**src/rtl/osd_wr_pkg.sv**
```systemverilog
package osd_wr_pkg;

    localparam int BYTE_W   = 8;
    localparam int ROW_W    = 4;
    localparam int COL_W    = 5;
    localparam int KIND_BIT = BYTE_W - 1;   // 1: row address
    localparam int FMT_BIT  = BYTE_W - 2;   // 1: streaming column
    localparam int ADDR_W   = ROW_W + COL_W;

    typedef enum logic [2:0] {
        PS_ROW,     // waiting for a row address
        PS_COL,     // row held, waiting for a column address
        PS_INFO,    // next byte is display information
        PS_ADDR,    // after information: row or column may follow
        PS_STREAM   // every byte is data, address self-advances
    } parse_e;

    typedef struct packed {
        logic [ROW_W-1:0] row;
        logic [COL_W-1:0] col;
    } osd_addr_t;

    typedef struct packed {
        logic              is_row;
        logic              is_col;
        logic              stream_req;
        logic [ROW_W-1:0]  row_num;
        logic [COL_W-1:0]  col_num;
    } byte_kind_t;

    // Row-major successor; packing row above column makes the carry
    // from column to row, and the row wrap, fall out of one adder.
    function automatic osd_addr_t addr_next(osd_addr_t a);
        logic [ADDR_W-1:0] flat;
        flat = a + ADDR_W'(1);
        return osd_addr_t'(flat);
    endfunction

endpackage

```
**src/rtl/osd_byte_class.sv**
```systemverilog
module osd_byte_class
    import osd_wr_pkg::*;
(
    input  logic [BYTE_W-1:0] byte_i,
    output byte_kind_t        kind_o
);
    logic unused_bits;
    assign unused_bits = ^byte_i[FMT_BIT-1:COL_W];

    always_comb begin
        kind_o            = '0;
        kind_o.is_row     = byte_i[KIND_BIT];
        kind_o.is_col     = ~byte_i[KIND_BIT];
        kind_o.stream_req = ~byte_i[KIND_BIT] & byte_i[FMT_BIT];
        kind_o.row_num    = byte_i[ROW_W-1:0];
        kind_o.col_num    = byte_i[COL_W-1:0];
    end
endmodule

```
**src/rtl/osd_fmt_fsm.sv**
```systemverilog
module osd_fmt_fsm
    import osd_wr_pkg::*;
(
    input  logic       clk,
    input  logic       rst,
    input  logic       sel_i,
    input  logic       take_i,
    input  byte_kind_t kind_i,
    output logic       load_row_o,
    output logic       load_col_o,
    output logic       info_o,
    output logic       stream_o
);
    parse_e st_q;
    logic   stream_q;

    always_ff @(posedge clk) begin
        if (rst || !sel_i) begin
            st_q     <= PS_ROW;
            stream_q <= 1'b0;
        end else if (take_i) begin
            unique case (st_q)
                PS_ROW: begin
                    if (kind_i.is_row) st_q <= PS_COL;
                end
                PS_COL, PS_ADDR: begin
                    if (kind_i.is_row) begin
                        st_q <= PS_COL;
                    end else begin
                        st_q     <= PS_INFO;
                        stream_q <= kind_i.stream_req;
                    end
                end
                PS_INFO:   st_q <= stream_q ? PS_STREAM : PS_ADDR;
                PS_STREAM: st_q <= PS_STREAM;
                default:   st_q <= PS_ROW;
            endcase
        end
    end

    always_comb begin
        load_row_o = 1'b0;
        load_col_o = 1'b0;
        info_o     = 1'b0;
        if (take_i) begin
            unique case (st_q)
                PS_ROW:           load_row_o = kind_i.is_row;
                PS_COL, PS_ADDR: begin
                    load_row_o = kind_i.is_row;
                    load_col_o = kind_i.is_col;
                end
                PS_INFO, PS_STREAM: info_o = 1'b1;
                default: ;
            endcase
        end
    end

    assign stream_o = stream_q;
endmodule

```
**src/rtl/osd_addr_gen.sv**
```systemverilog
module osd_addr_gen
    import osd_wr_pkg::*;
(
    input  logic             clk,
    input  logic             rst,
    input  logic             load_row_i,
    input  logic             load_col_i,
    input  logic [ROW_W-1:0] row_i,
    input  logic [COL_W-1:0] col_i,
    input  logic             info_i,
    input  logic             stream_i,
    output osd_addr_t        cur_o
);
    osd_addr_t cur_q;

    always_ff @(posedge clk) begin
        if (rst) begin
            cur_q <= '0;
        end else begin
            if (load_row_i) cur_q.row <= row_i;
            if (load_col_i) cur_q.col <= col_i;
            if (info_i && stream_i) cur_q <= addr_next(cur_q);
        end
    end

    assign cur_o = cur_q;
endmodule

```
**src/rtl/osd_wr_decoder.sv**
```systemverilog
module osd_wr_decoder
    import osd_wr_pkg::*;
(
    input  logic              clk,
    input  logic              rst,
    input  logic              spi_sel,
    input  logic              byte_vld,
    input  logic [BYTE_W-1:0] byte_in,
    output logic              ram_we,
    output logic [ROW_W-1:0]  ram_row,
    output logic [COL_W-1:0]  ram_col,
    output logic [BYTE_W-1:0] ram_wdata
);
    byte_kind_t kind;
    osd_addr_t  cur;
    osd_addr_t  out_q;
    logic       take;
    logic       load_row;
    logic       load_col;
    logic       info;
    logic       stream_on;
    logic       we_q;
    logic [BYTE_W-1:0] data_q;

    assign take = byte_vld & spi_sel;

    osd_byte_class u_class (
        .byte_i (byte_in),
        .kind_o (kind)
    );

    osd_fmt_fsm u_fsm (
        .clk        (clk),
        .rst        (rst),
        .sel_i      (spi_sel),
        .take_i     (take),
        .kind_i     (kind),
        .load_row_o (load_row),
        .load_col_o (load_col),
        .info_o     (info),
        .stream_o   (stream_on)
    );

    osd_addr_gen u_addr (
        .clk        (clk),
        .rst        (rst),
        .load_row_i (load_row),
        .load_col_i (load_col),
        .row_i      (kind.row_num),
        .col_i      (kind.col_num),
        .info_i     (info),
        .stream_i   (stream_on),
        .cur_o      (cur)
    );

    // Output stage: address follows address bytes and each write.
    always_ff @(posedge clk) begin
        if (rst) begin
            we_q   <= 1'b0;
            out_q  <= '0;
            data_q <= '0;
        end else begin
            we_q <= info;
            if (load_row) out_q.row <= kind.row_num;
            if (load_col) out_q.col <= kind.col_num;
            if (info) begin
                out_q  <= cur;
                data_q <= byte_in;
            end
        end
    end

    assign ram_we    = we_q;
    assign ram_row   = out_q.row;
    assign ram_col   = out_q.col;
    assign ram_wdata = data_q;
endmodule

```
**config.mk**
```make
export PLATFORM = sky130hd
export DESIGN_NAME = osd_wr_decoder
export DESIGN_NICKNAME = d
export VERILOG_FILES = /design/src/rtl/osd_wr_pkg.sv /design/src/rtl/osd_byte_class.sv /design/src/rtl/osd_fmt_fsm.sv /design/src/rtl/osd_addr_gen.sv /design/src/rtl/osd_wr_decoder.sv
export SDC_FILE = /design/constraint.sdc
export NUM_CORES = 1
export LEC_CHECK = 0
export BUFFER_PORTS_ARGS = -buffer_cell sky130_fd_sc_hd__clkbuf_2
export CAP_MARGIN = 20
export CORE_ASPECT_RATIO = 0.75
export CORE_MARGIN = 2
export CORE_UTILIZATION = 56
export DETAILED_ROUTE_END_ITERATION = 8
export PLACE_DENSITY = 0.82
export SETUP_SLACK_MARGIN = 0.4
export SKIP_LAST_GASP = 1
export SYNTH_ARGS = -nofsm -noshare
export SYNTH_HDL_FRONTEND = slang
export SYNTH_SLANG_ARGS = --single-unit
```
**constraint.sdc**
```tcl
create_clock -name clk -period 2.9 [get_ports clk]
set_clock_uncertainty 0.1 [all_clocks]
set_input_delay 0.145 -clock clk [delete_from_list [all_inputs] [get_ports clk]]
set_output_delay 0.145 -clock clk [all_outputs]
set_load 0.03 [all_outputs]
```
==> results.rst, run 1 <==
.. list-table::
   :header-rows: 1

   * - Metric
     - Value
   * - Worst-Margin Slew
     - 0.696 ns
   * - H-Tree Level Count
     - 2
   * - Reg2Reg Setup Slack
     - 0.89 ns
   * - Data required, critical path
     - 3.06 ns
   * - Largest net degree at the start of global routing
     - 32
   * - Standby leakage power
     - 0.611 nW
   * - Number of placed instances, taps included
     - 230
   * - Unrepaired setup endpoints after global routing
     - no
   * - Startpoint of the most critical register-to-register path
     - u_fsm.st_q[0]
   * - Sequential standard cell area
     - 621 sq um
   * - Clock tree from TritonCTS
     - done
   * - Net switching share of the total power
     - 0.256
   * - Total iterations of the first detailed-routing run
     - 4
   * - Clock buffers created by TritonCTS
     - 5
   * - Sequential element share of the synthesized area
     - 0.440
   * - R2R Path End
     - u_addr.cur_o[8]
   * - Worst-Skew Late Latency
     - 0.35 ns
   * - Type of the worst min-delay path
     - in2reg
   * - Detailed Route WL
     - 3700 um
   * - Synth top cells by count
     - sky130_fd_sc_hd__nand2_1, sky130_fd_sc_hd__dfxtp_1, sky130_fd_sc_hd__a21oi_1
   * - Critical path arrival
     - 2.19 ns
   * - Aggregate negative setup slack
     - 0 ns
   * - Fraction of final layout cells with drive strength greater than 1
     - 0.180
   * - Antenna violations before repair
     - 0
   * - DIE WIDTH
     - 62.0 um
   * - Final Hold Vio Count
     - 0
   * - Placed wire-length estimate after detailed placement
     - 2510 um
   * - Via count of the first global-routing pass
     - 1285
   * - Buffers on Ports
     - 29
   * - Headroom to the max-slew limit
     - 0.536
   * - Final setup fails
     - 0
   * - Count of maximum capacitance violations
     - 0
   * - Synth Net Count
     - 189
   * - Count of non-filler cells in the finished layout
     - 245
   * - Kind of launch point of the worst setup path
     - primary input
   * - Min cycle time layout
     - 2.03 ns
   * - Total grt overflow
     - 0
   * - Post-synth cell types
     - 35
   * - DRC marker count from the first detailed-route iteration
     - 165
   * - Final max-slew violation count
     - 0
   * - Remaining antenna violation count
     - 0
   * - Final critical-path share of the clock period
     - 0.701
   * - Relative area change from synthesis to final layout
     - 19.1%
   * - Die Outline Area
     - 0.00294 sq mm
   * - Yosys top cell area share
     - 0.440
   * - Total DRC errors in the routed layout
     - 0
   * - Clock Tree Buf Depth
     - 2
   * - Root buf cell
     - sky130_fd_sc_hd__clkbuf_4
   * - Core region area
     - 0.00235 sq mm
   * - Post-detailed-route via-to-cell ratio
     - 6.11
   * - Result of the run
     - completed
   * - Combined area of all synthesized cells
     - 0.00141 sq mm
   * - Worst min-delay path startpoint
     - byte_in[7]
   * - Count of standard-cell rows
     - 15
   * - Final Core Density
     - 0.716
   * - Post-Synthesis Cells
     - 176
   * - Height of the die
     - 47.5 um
   * - TritonCTS sink count
     - 31
   * - Worst Hold Margin
     - 0.00396 ns
   * - Total power divided by cell area
     - 438 mW/mm^2
   * - Initial Util
     - 0.602
   * - Count of flip-flops with a built-in enable after synthesis
     - 0
   * - Number of diodes added for antenna fixing
     - 0
   * - Gr usage total
     - 0.279
   * - Yosys warning count
     - 0
   * - Switching power total
     - 0.188 mW
   * - Wire length of the first global-routing pass
     - 5750 um
   * - Relative contribution of combinational cells to total power
     - 0.076
   * - Worst reg2reg path depth
     - 4
   * - Internal cell power
     - 0.548 mW
   * - Top Ports
     - 30
   * - Number of setup buffers added after CTS
     - 0
   * - Number of cells on the worst hold path
     - 3
   * - Last weighted congestion value of the routability-driven placer
     - 0.907
   * - Nets
     - 223
   * - Number of vias in the routed layout
     - 1496
   * - WS Path Type
     - in2reg
   * - Critical Path Sink Type
     - flip-flop
   * - FFs w/ async S/R, synth
     - 0
   * - IR drop worst, VDD
     - 0.000324 V
   * - Fraction of power consumed by sequential logic
     - 0.592
   * - Worst Hold Path EP
     - ram_wdata[7]
   * - Share of total power in the clock network
     - 0.332
   * - Largest fanout on the critical path
     - 12
   * - Combined area of the multi-input logic cells
     - 722 sq um
   * - Synth area leaders
     - sky130_fd_sc_hd__dfxtp_1, sky130_fd_sc_hd__nand2_1, sky130_fd_sc_hd__a21oi_1
   * - Most used DFF post-synth
     - sky130_fd_sc_hd__dfxtp_1
   * - Top-count cell post-synth
     - sky130_fd_sc_hd__nand2_1
   * - Average cell area after synthesis
     - 8.02 sq um
   * - Clock slew at the register clock pins of the worst setup and hold paths
     - 0.10 ns
   * - Routed length per instance
     - 15.1 um
   * - Fmax
     - 0.492 GHz
   * - Yosys top cell by area
     - sky130_fd_sc_hd__dfxtp_1
   * - Count of state elements after synthesis
     - 31
   * - Filler cell count
     - 184
==> cells by family (layout without fill, tap and decap cells) <==
family / Yosys count / in the layout / share of synthesized area
AO/OA/AOI/OAI: 48 / 48 / 0.223
adder cells (fa/ha/maj): 1 / 1 / 0.00886
XOR/XNOR: 1 / 1 / 0.00621
AND/OR/NAND/NOR: 77 / 77 / 0.260
buffers and inverters: 16 / 51 / 0.0488
multiplexers: 2 / 2 / 0.0142
flip-flops: 31 / 31 / 0.440
==> power groups by stage <==
stage | Sequential (mW) | Combinational, mW | Clock [mW]
after CTS | 0.436 | 0.0546 | 0.239
after global routing | 0.437 | 0.0598 | 0.263
after global placement | 0.445 | 0.0459 | 0
after floorplan | 0.449 | 0.0237 | 0
after detailed placement | 0.446 | 0.0470 | 0
final | 0.436 | 0.0559 | 0.244
==> layout by cell type, fill, tap and decap left out, types with 6 or more instances in the layout <==
master,Yosys,layout
sky130_fd_sc_hd__nor3_1,6,6
sky130_fd_sc_hd__a21oi_1,20,20
sky130_fd_sc_hd__inv_1,6,6
sky130_fd_sc_hd__clkbuf_2,1,29
sky130_fd_sc_hd__dfxtp_1,31,31
sky130_fd_sc_hd__nor2_1,13,13
sky130_fd_sc_hd__nand2_1,32,32
sky130_fd_sc_hd__dlygate4sd3_1,0,7
sky130_fd_sc_hd__nand3_1,7,7
==> critical path, stage by stage <==
cell and delay (ns):
sky130_fd_sc_hd__dlygate4sd3_1 0.52, sky130_fd_sc_hd__clkbuf_2 0.17, sky130_fd_sc_hd__nand4b_1 0.15, sky130_fd_sc_hd__or2_1 0.38, sky130_fd_sc_hd__or4_1 0.58, sky130_fd_sc_hd__a31oi_1 0.24
==> final cells by class <==
cell class | instances | area share
repair buffers | 37 | 0.133
clock inverters | 1 | 0.00298
clock buffers | 7 | 0.0268
flip-flops and latches | 31 | 0.369
inverters | 6 | 0.0134
multi-input cells | 129 | 0.430
well taps | 34 | 0.0253
==> state kept, by name, summed over array words and instances, names as in the netlist <==
register and cells:
u_addr.cur_o 9, u_fsm.st_q 3, ram_we 1, ram_wdata 8, u_fsm.stream_o 1, ram_row 4
ram_col 5
==> worst max-delay path by stage <==
stage,cells past startpoint,slack (ns),end,start
detailed placement,4,1.00,u_addr.cur_o[8],u_fsm.st_q[0]
finish,6,0.87,u_addr.cur_o[8],byte_vld
floorplan,6,1.09,u_addr.cur_o[6],u_fsm.st_q[0]
global placement,4,1.09,ram_row[2],u_fsm.st_q[2]
global route,4,0.81,ram_row[2],u_fsm.st_q[2]
CTS,6,0.93,u_addr.cur_o[8],byte_vld
==> routing by layer <==
metal / routed length (um) / part of all wire / vias up / global-route usage
met5: 0 / 0 / - / 0
met4: 136 / 0.037 / 0 / 0.145
met3: 323 / 0.087 / 21 / 0.0919
met2: 1720 / 0.46 / 82 / 0.440
met1: 1520 / 0.41 / 687 / 0.344
li1: - / - / 706 / -
==> per-stage QoR <==
step / worst slack, ns / power, mW / instance area (sq um)
floorplan: 1.09 / 0.473 / 1410
global placement: 1.09 / 0.491 / 1560
detailed placement: 1.00 / 0.493 / 1560
CTS: 0.932 / 0.729 / 1680
global route: 0.808 / 0.759 / 1680
finish: 0.866 / 0.736 / 1680
==> repair_timing <==
| action | 4_1_cts | 5_1_grt |
|---|---|---|
| hold buffers | 7 | 0 |
| resized for setup | 0 | 0 |
| hold endpoints to repair | 8 | 0 |
No activity file was read; power rests on OpenSTA's default activity.
==> run 2: changes to the inputs <==
--- a/config.mk
+++ b/config.mk
@@ -5,13 +5,14 @@
 export SDC_FILE = /design/constraint.sdc
 export NUM_CORES = 1
 export LEC_CHECK = 0
+export ABC_AREA = 1
 export BUFFER_PORTS_ARGS = -buffer_cell sky130_fd_sc_hd__clkbuf_2
 export CAP_MARGIN = 20
 export CORE_ASPECT_RATIO = 0.75
 export CORE_MARGIN = 2
-export CORE_UTILIZATION = 56
+export CORE_UTILIZATION = 49
 export DETAILED_ROUTE_END_ITERATION = 8
-export PLACE_DENSITY = 0.82
+export PLACE_DENSITY = 0.74
 export SETUP_SLACK_MARGIN = 0.4
 export SKIP_LAST_GASP = 1
 export SYNTH_ARGS = -nofsm -noshare
==> constraint.sdc (replaced) <==
create_clock -name clk -period 1.7 [get_ports clk]
set_clock_uncertainty 0.1 [all_clocks]
set_input_delay 0.085 -clock clk [delete_from_list [all_inputs] [get_ports clk]]
set_output_delay 0.085 -clock clk [all_outputs]
set_load 0.03 [all_outputs]
==> run 2 against run 1 <==
Via count up 19%. Sequential power up 70%. Power up 120%. First-iteration DRC count down 28%. Register-to-register slack worse by 0.61 ns. Sequential share of layout area down 8.1 points. Clock power rose to 3.1 times the previous value. Critical endpoint is now ram_col[0]. Largest cell class unchanged.
==> results.rst, run 2 <==
.. list-table::
   :header-rows: 1

   * - Metric
     - Value
   * - Final Core Density
     - 0.682
   * - IR drop worst, VDD
     - 0.000572 V
   * - Worst-Skew Late Latency
     - 0.29 ns
   * - Die Outline Area
     - 0.00384 sq mm
   * - Relative area change from synthesis to final layout
     - 34.7%
   * - Filler cell count
     - 270
   * - Number of vias in the routed layout
     - 1774
   * - TritonCTS sink count
     - 31
   * - DRC marker count from the first detailed-route iteration
     - 119
   * - Leading cell type in the layout, fill and taps excluded
     - sky130_fd_sc_hd__nand2_1
   * - Kind of launch point of the worst setup path
     - flip-flop
   * - Fraction of final layout cells with drive strength greater than 1
     - 0.324
   * - Startpoint of the most critical register-to-register path
     - u_fsm.st_q[0]
   * - Post-Synthesis Cells
     - 245
   * - Initial Util
     - 0.507
   * - Final max-slew violation count
     - 0
   * - Relative contribution of combinational cells to total power
     - 0.073
   * - Last weighted congestion value of the routability-driven placer
     - 0.853
   * - Critical path buffer and inverter count
     - 3
   * - Share of total power in the clock network
     - 0.470
   * - Routed length per instance
     - 13.2 um
   * - Count of standard-cell rows
     - 18
   * - Clock buffers created by TritonCTS
     - 5
   * - Top Ports
     - 30
   * - Design area
     - 0.00221 sq mm
   * - Worst min-delay path startpoint
     - spi_sel
   * - Average cell area after synthesis
     - 6.71 sq um
   * - Standby leakage power
     - 1.03 nW
   * - Critical Path Sink Type
     - flip-flop
   * - Count of maximum capacitance violations
     - 0
   * - Buffers on Ports
     - 29
   * - Final critical-path share of the clock period
     - 0.837
   * - Largest net degree at the start of global routing
     - 16
   * - Core region area
     - 0.00324 sq mm
   * - Type of the worst min-delay path
     - in2reg
   * - Worst Hold Path EP
     - u_fsm.st_q[0]
   * - Result of the run
     - completed
   * - Worst reg2reg path depth
     - 9
   * - Combined area of the multi-input logic cells
     - 982 sq um
   * - Synth area leaders
     - sky130_fd_sc_hd__dfxtp_1, sky130_fd_sc_hd__nand2_1, sky130_fd_sc_hd__nand3_1
   * - Switching power total
     - 0.373 mW
   * - Wire length of the first global-routing pass
     - 7310 um
   * - Clock slew at the register clock pins of the worst setup and hold paths
     - 0.07 ns
   * - Post-synth cell types
     - 25
   * - Sequential element share of the synthesized area
     - 0.378
   * - Sequential standard cell area
     - 637 sq um
   * - Final setup fails
     - 0
   * - Headroom to the max-slew limit
     - 0.757
   * - Count of flip-flops with a built-in enable after synthesis
     - 0
   * - Sequence of cells on the critical path
     - inv_2, nand2_2, nand2_4, nand3_4, buf_6, nand3_1, nand3_1, nand2_1, inv_1
   * - Detailed Route WL
     - 4350 um
   * - Top-count cell post-synth
     - sky130_fd_sc_hd__nand2_1
   * - Synth Net Count
     - 258
   * - DIE WIDTH
     - 70.9 um
   * - Clock Tree Buf Depth
     - 2
   * - Antenna violations before repair
     - 0
   * - Delay contributed by the slowest stage of the critical path
     - 0.38 ns
   * - Count of state elements after synthesis
     - 31
   * - Largest fanout on the critical path
     - 8
   * - Via count of the first global-routing pass
     - 1569
   * - Net switching share of the total power
     - 0.230
   * - Crit path max-delay cell type
     - sky130_fd_sc_hd__dfxtp_4
   * - Yosys top cell by area
     - sky130_fd_sc_hd__dfxtp_1
   * - Synth top cells by count
     - sky130_fd_sc_hd__nand2_1, sky130_fd_sc_hd__nand3_1, sky130_fd_sc_hd__dfxtp_1
   * - Root buf cell
     - sky130_fd_sc_hd__clkbuf_8
   * - Height of the die
     - 54.1 um
   * - WS Path Type
     - reg2reg
   * - Remaining antenna violation count
     - 0
   * - Worst-Margin Slew
     - 0.364 ns
   * - Yosys warning count
     - 0
   * - Total DRC errors in the routed layout
     - 0
   * - R2R Path End
     - ram_col[0]
   * - Internal cell power
     - 1.25 mW
   * - Yosys top cell area share
     - 0.378
   * - Aggregate negative setup slack
     - 0 ns
   * - Total iterations of the first detailed-routing run
     - 4
   * - Data required, critical path
     - 1.78 ns
   * - Reg2Reg Setup Slack
     - 0.28 ns
   * - Number of cells on the worst hold path
     - 3
   * - Total power divided by cell area
     - 733 mW/mm^2
   * - H-Tree Level Count
     - 2
   * - Clock tree from TritonCTS
     - done
   * - Nets
     - 302
   * - Critical path's top delay family
     - simple AND/OR/NAND/NOR gates
   * - Fraction of power consumed by sequential logic
     - 0.457
   * - FFs w/ async S/R, synth
     - 0
   * - Post-detailed-route via-to-cell ratio
     - 5.38
   * - Total grt overflow
     - 0
   * - Worst Hold Margin
     - 0.0181 ns
   * - Most used DFF post-synth
     - sky130_fd_sc_hd__dfxtp_1
   * - Placement Cell Area
     - 0.00183 sq mm
   * - Unrepaired setup endpoints after global routing
     - yes
   * - Placed wire-length estimate after detailed placement
     - 2810 um
   * - Min cycle time layout
     - 1.42 ns
   * - Gr usage total
     - 0.254
   * - Flip-flop count of the largest register, all copies and words added
     - 9
   * - Top library cells by usage in the layout, fill and taps aside
     - sky130_fd_sc_hd__nand2_1, sky130_fd_sc_hd__nand3_1, sky130_fd_sc_hd__clkbuf_2
   * - Final Hold Vio Count
     - 0
   * - Most used cell along the critical path
     - sky130_fd_sc_hd__nand3_1
   * - Number of diodes added for antenna fixing
     - 0
   * - Combined area of all synthesized cells
     - 0.00164 sq mm
   * - Critical path arrival
     - 1.51 ns
   * - Fmax
     - 0.703 GHz
run 2: timing repair:
item,4_1_cts,5_1_grt
hold buffers,5,0
gates resized for setup,38,8
endpoints found under the setup margin,28,31
cloned,1,0
setup buffers,8,0
pin swaps,4,1
endpoints found under the hold margin,9,0
run 2: layout make-up:
cell class | instances | share of cell area
Clock buffer | 6 | 0.0373
Clock inverter | 2 | 0.0158
Inverter | 30 | 0.0566
Multi-Input combinational cell | 175 | 0.444
Sequential cell | 31 | 0.288
Tap cell | 40 | 0.0226
Timing Repair Buffer | 46 | 0.136
run 2: metrics by stage:
| step | power [mW] | setup slack (ns) | std cells |
|---|---|---|---|
| 5_1_grt | 1.68 | 0.203 | 330 |
| 3_5_place_dp | 0.858 | 0.156 | 308 |
| 4_1_cts | 1.63 | 0.325 | 330 |
| 2_1_floorplan | 0.823 | 0.392 | 245 |
| 3_3_place_gp | 0.858 | 0.164 | 308 |
| 6_report | 1.62 | 0.277 | 330 |
run 2: cell families (layout without fill, tap and decap cells):
logic type | Yosys count | count (layout) | synth area share
buffers and inverters | 40 | 84 | 0.113
AND/OR/NAND/NOR | 145 | 146 | 0.401
XOR/XNOR | 2 | 2 | 0.0107
AO/OA/AOI/OAI | 26 | 26 | 0.0899
adder cells (fa/ha/maj) | 1 | 1 | 0.00761
flip-flops | 31 | 31 | 0.378
run 2: per-layer routing:
metal / part of all wire / vias to the layer above / track usage
li1: - / 889 / -
met1: 0.46 / 800 / 0.319
met2: 0.43 / 79 / 0.402
met3: 0.096 / 6 / 0.0861
met4: 0.016 / 0 / 0.113
met5: 0 / - / 0
run 2: power by group through the flow:
stage	registers (mW)	clock network, mW	logic [mW]
2_1_floorplan	0.765	0	0.0579
3_3_place_gp	0.760	0	0.0983
3_5_place_dp	0.760	0	0.0980
4_1_cts	0.740	0.770	0.115
5_1_grt	0.741	0.811	0.130
6_report	0.741	0.762	0.118
run 2: tightest hold or removal path: stages:
cell and delay [ns]:
sky130_fd_sc_hd__clkbuf_2 0.09, sky130_fd_sc_hd__nand2_1 0.14, sky130_fd_sc_hd__a21oi_1 0.05
run 2: worst max path at each step:
stage / end / slack, ns / cells past startpoint / start
after floorplan: ram_col[0] / 0.39 / 9 / u_fsm.st_q[2]
after global placement: u_addr.cur_o[3] / 0.16 / 8 / u_fsm.st_q[2]
after detailed placement: u_addr.cur_o[2] / 0.16 / 8 / u_fsm.st_q[2]
after CTS: u_addr.cur_o[2] / 0.33 / 8 / u_fsm.st_q[0]
after global routing: u_addr.cur_o[7] / 0.20 / 9 / u_addr.cur_o[4]
final: ram_col[0] / 0.28 / 9 / u_fsm.st_q[0]
==> run 3: changes to the inputs <==
--- a/config.mk
+++ b/config.mk
@@ -5,12 +5,12 @@
 export SDC_FILE = /design/constraint.sdc
 export NUM_CORES = 1
 export LEC_CHECK = 0
-export ABC_AREA = 1
+export ABC_AREA = 0
 export BUFFER_PORTS_ARGS = -buffer_cell sky130_fd_sc_hd__clkbuf_2
 export CAP_MARGIN = 20
 export CORE_ASPECT_RATIO = 0.75
 export CORE_MARGIN = 2
-export CORE_UTILIZATION = 49
+export CORE_UTILIZATION = 48
 export DETAILED_ROUTE_END_ITERATION = 8
 export PLACE_DENSITY = 0.74
 export SETUP_SLACK_MARGIN = 0.4
==> constraint.sdc (replaced) <==
create_clock -name clk -period 1.3 [get_ports clk]
set_clock_uncertainty 0.1 [all_clocks]
set_input_delay 0.065 -clock clk [delete_from_list [all_inputs] [get_ports clk]]
set_output_delay 0.065 -clock clk [all_outputs]
set_load 0.03 [all_outputs]
==> run 3 against run 2 <==
The flow now finishes with violations (negative setup slack). Routed wire length increased by 44%. First-iteration DRC count rose by 150%. Sequential cell count unchanged. Critical endpoint is now u_addr.cur_o[7]. Highest routed layer unchanged.
==> results.rst, run 3 (synthesis results as in run 1) <==
.. list-table::
   :header-rows: 1

   * - Metric
     - Value
   * - Worst reg2reg path depth
     - 4
   * - Worst-Margin Slew
     - 0.486 ns
   * - Headroom to the max-slew limit
     - 0.672
   * - Placement Cell Area
     - 0.00186 sq mm
   * - Placed wire-length estimate after detailed placement
     - 2990 um
   * - Number of diodes added for antenna fixing
     - 0
   * - Kind of launch point of the worst setup path
     - flip-flop
   * - Count of maximum capacitance violations
     - 0
   * - Unrepaired setup endpoints after global routing
     - yes
   * - Worst setup path endpoint
     - u_addr.cur_o[7]
   * - Detailed Route WL
     - 6250 um
   * - Type of the worst min-delay path
     - in2reg
   * - Aggregate negative setup slack
     - -7.35 ns
   * - Launch point of the worst path
     - u_fsm.st_q[0]
   * - Sequential standard cell area
     - 648 sq um
   * - Violated checks
     - negative setup slack
   * - Height of the die
     - 51.0 um
   * - Remaining antenna violation count
     - 0
   * - Number of vias in the routed layout
     - 1932
   * - Standby leakage power
     - 0.986 nW
   * - Core region area
     - 0.00287 sq mm
   * - Nets
     - 271
   * - Via count of the first global-routing pass
     - 1715
   * - Critical Path Sink Type
     - flip-flop
   * - Largest fanout on the critical path
     - 8
   * - Die Outline Area
     - 0.00339 sq mm
   * - Relative area change from synthesis to final layout
     - 76.4%
   * - Critical path arrival
     - 1.81 ns
   * - IR drop worst, VDD
     - 0.000807 V
   * - Count of standard-cell rows
     - 17
   * - Clock tree from TritonCTS
     - done
   * - Last weighted congestion value of the routability-driven placer
     - 0.936
   * - Final max-slew violation count
     - 0
   * - TritonCTS sink count
     - 31
   * - Root buf cell
     - sky130_fd_sc_hd__clkbuf_8
   * - Number of cells on the worst hold path
     - 3
   * - Fmax
     - 0.573 GHz
   * - Total DRC errors in the routed layout
     - 0
   * - DIE WIDTH
     - 66.6 um
   * - Post-detailed-route via-to-cell ratio
     - 6.51
   * - Design area
     - 0.00249 sq mm
   * - R2R Path End
     - u_addr.cur_o[7]
   * - Routed length per instance
     - 21.1 um
   * - Final Hold Vio Count
     - 0
   * - Final worst setup slack
     - -0.444 ns
   * - Top Ports
     - 30
   * - Combined area of the multi-input logic cells
     - 881 sq um
   * - Total grt overflow
     - 0
   * - WS Path Type
     - reg2reg
   * - Data required, critical path
     - 1.37 ns
   * - DRC marker count from the first detailed-route iteration
     - 293
   * - Clock slew at the register clock pins of the worst setup and hold paths
     - 0.07 ns
   * - Leading cell type in the layout, fill and taps excluded
     - sky130_fd_sc_hd__buf_4
   * - Min cycle time layout
     - 1.74 ns
   * - Clock Tree Buf Depth
     - 2
   * - Antenna violations before repair
     - 0
   * - Total power
     - 1.96 mW
   * - Final setup fails
     - 29
   * - Result of the run
     - complete, but fails checks
   * - Largest net degree at the start of global routing
     - 22
   * - Worst-Skew Late Latency
     - 0.30 ns
   * - Reg2Reg Setup Slack
     - -0.44 ns
   * - Wire length of the first global-routing pass
     - 7860 um
   * - Gr usage total
     - 0.321
   * - Buffers on Ports
     - 29
   * - Final critical-path share of the clock period
     - 1.34
   * - Filler cell count
     - 135
   * - Clock buffers created by TritonCTS
     - 5
   * - Initial Util
     - 0.492
   * - Total iterations of the first detailed-routing run
     - 6
   * - Startpoint of the most critical register-to-register path
     - u_fsm.st_q[0]
   * - Flip-flop count of the largest register, all copies and words added
     - 9
   * - Fraction of final layout cells with drive strength greater than 1
     - 0.498
   * - H-Tree Level Count
     - 2
   * - Top library cells by usage in the layout, fill and taps aside
     - sky130_fd_sc_hd__buf_4, sky130_fd_sc_hd__nand2_1, sky130_fd_sc_hd__a21oi_1, sky130_fd_sc_hd__dfxtp_2, sky130_fd_sc_hd__buf_8
   * - Total power divided by cell area
     - 788 mW/mm^2
   * - Post-placement worst setup slack
     - -0.316 ns
-- run 3: layer usage --
| metal | track usage | wire length (um) | vias up |
|---|---|---|---|
| met5 | 0 | 0 | - |
| met4 | 0.167 | 451 | 0 |
| met3 | 0.121 | 670 | 56 |
| met2 | 0.523 | 2820 | 184 |
| met1 | 0.367 | 2310 | 884 |
| li1 | - | - | 808 |
-- run 3: final cells by class --
cell class | instances | share of cell area
Tap cell | 38 | 0.0191
Timing Repair Buffer | 85 | 0.322
Inverter | 6 | 0.00905
Sequential cell | 31 | 0.260
Multi-Input combinational cell | 129 | 0.354
Clock buffer | 5 | 0.0276
Clock inverter | 3 | 0.00804
-- run 3: timing repair --
item,CTS,global route
buffers inserted,5,8
pin swaps,8,3
setup endpoints to repair,49,49
cloned,0,1
hold buffers,8,0
endpoints found under the hold margin,13,0
gates resized for setup,69,31
-- run 3: worst max-delay path, cell delays in order, from the launching register on --
cell,delay (ns)
sky130_fd_sc_hd__dfxtp_1,0.33
sky130_fd_sc_hd__nand4b_1,0.26
sky130_fd_sc_hd__or2_4,0.32
sky130_fd_sc_hd__o311ai_0,0.49
sky130_fd_sc_hd__a21oi_1,0.13
-- run 3: per-stage QoR --
stage                util  cells  hold WS, ns
floorplan               -    176       0.0616
finish              0.867    297       0.0402
CTS                 0.806    288       0.0131
global placement    0.647    267        0.191
detailed placement  0.647    267        0.192
global route        0.867    297       0.0457
-- run 3: how the worst min path moves through the flow --
stage / endpoint / slack [ns] / start
finish: u_addr.cur_o[6] / 0.04 / byte_in[1]
global route: u_addr.cur_o[0] / 0.05 / byte_in[0]
CTS: u_addr.cur_o[5] / 0.01 / byte_in[0]
detailed placement: ram_wdata[5] / 0.19 / byte_in[5]
floorplan: u_fsm.st_q[0] / 0.06 / byte_vld
global placement: ram_wdata[5] / 0.19 / byte_in[5]
-- run 3: where the power goes --
| group | internal, mW | total [mW] | switching (mW) |
|---|---|---|---|
| clock | 0.372 | 0.771 | 0.400 |
| combinational | 0.101 | 0.219 | 0.118 |
| sequential | 0.961 | 0.972 | 0.0116 |
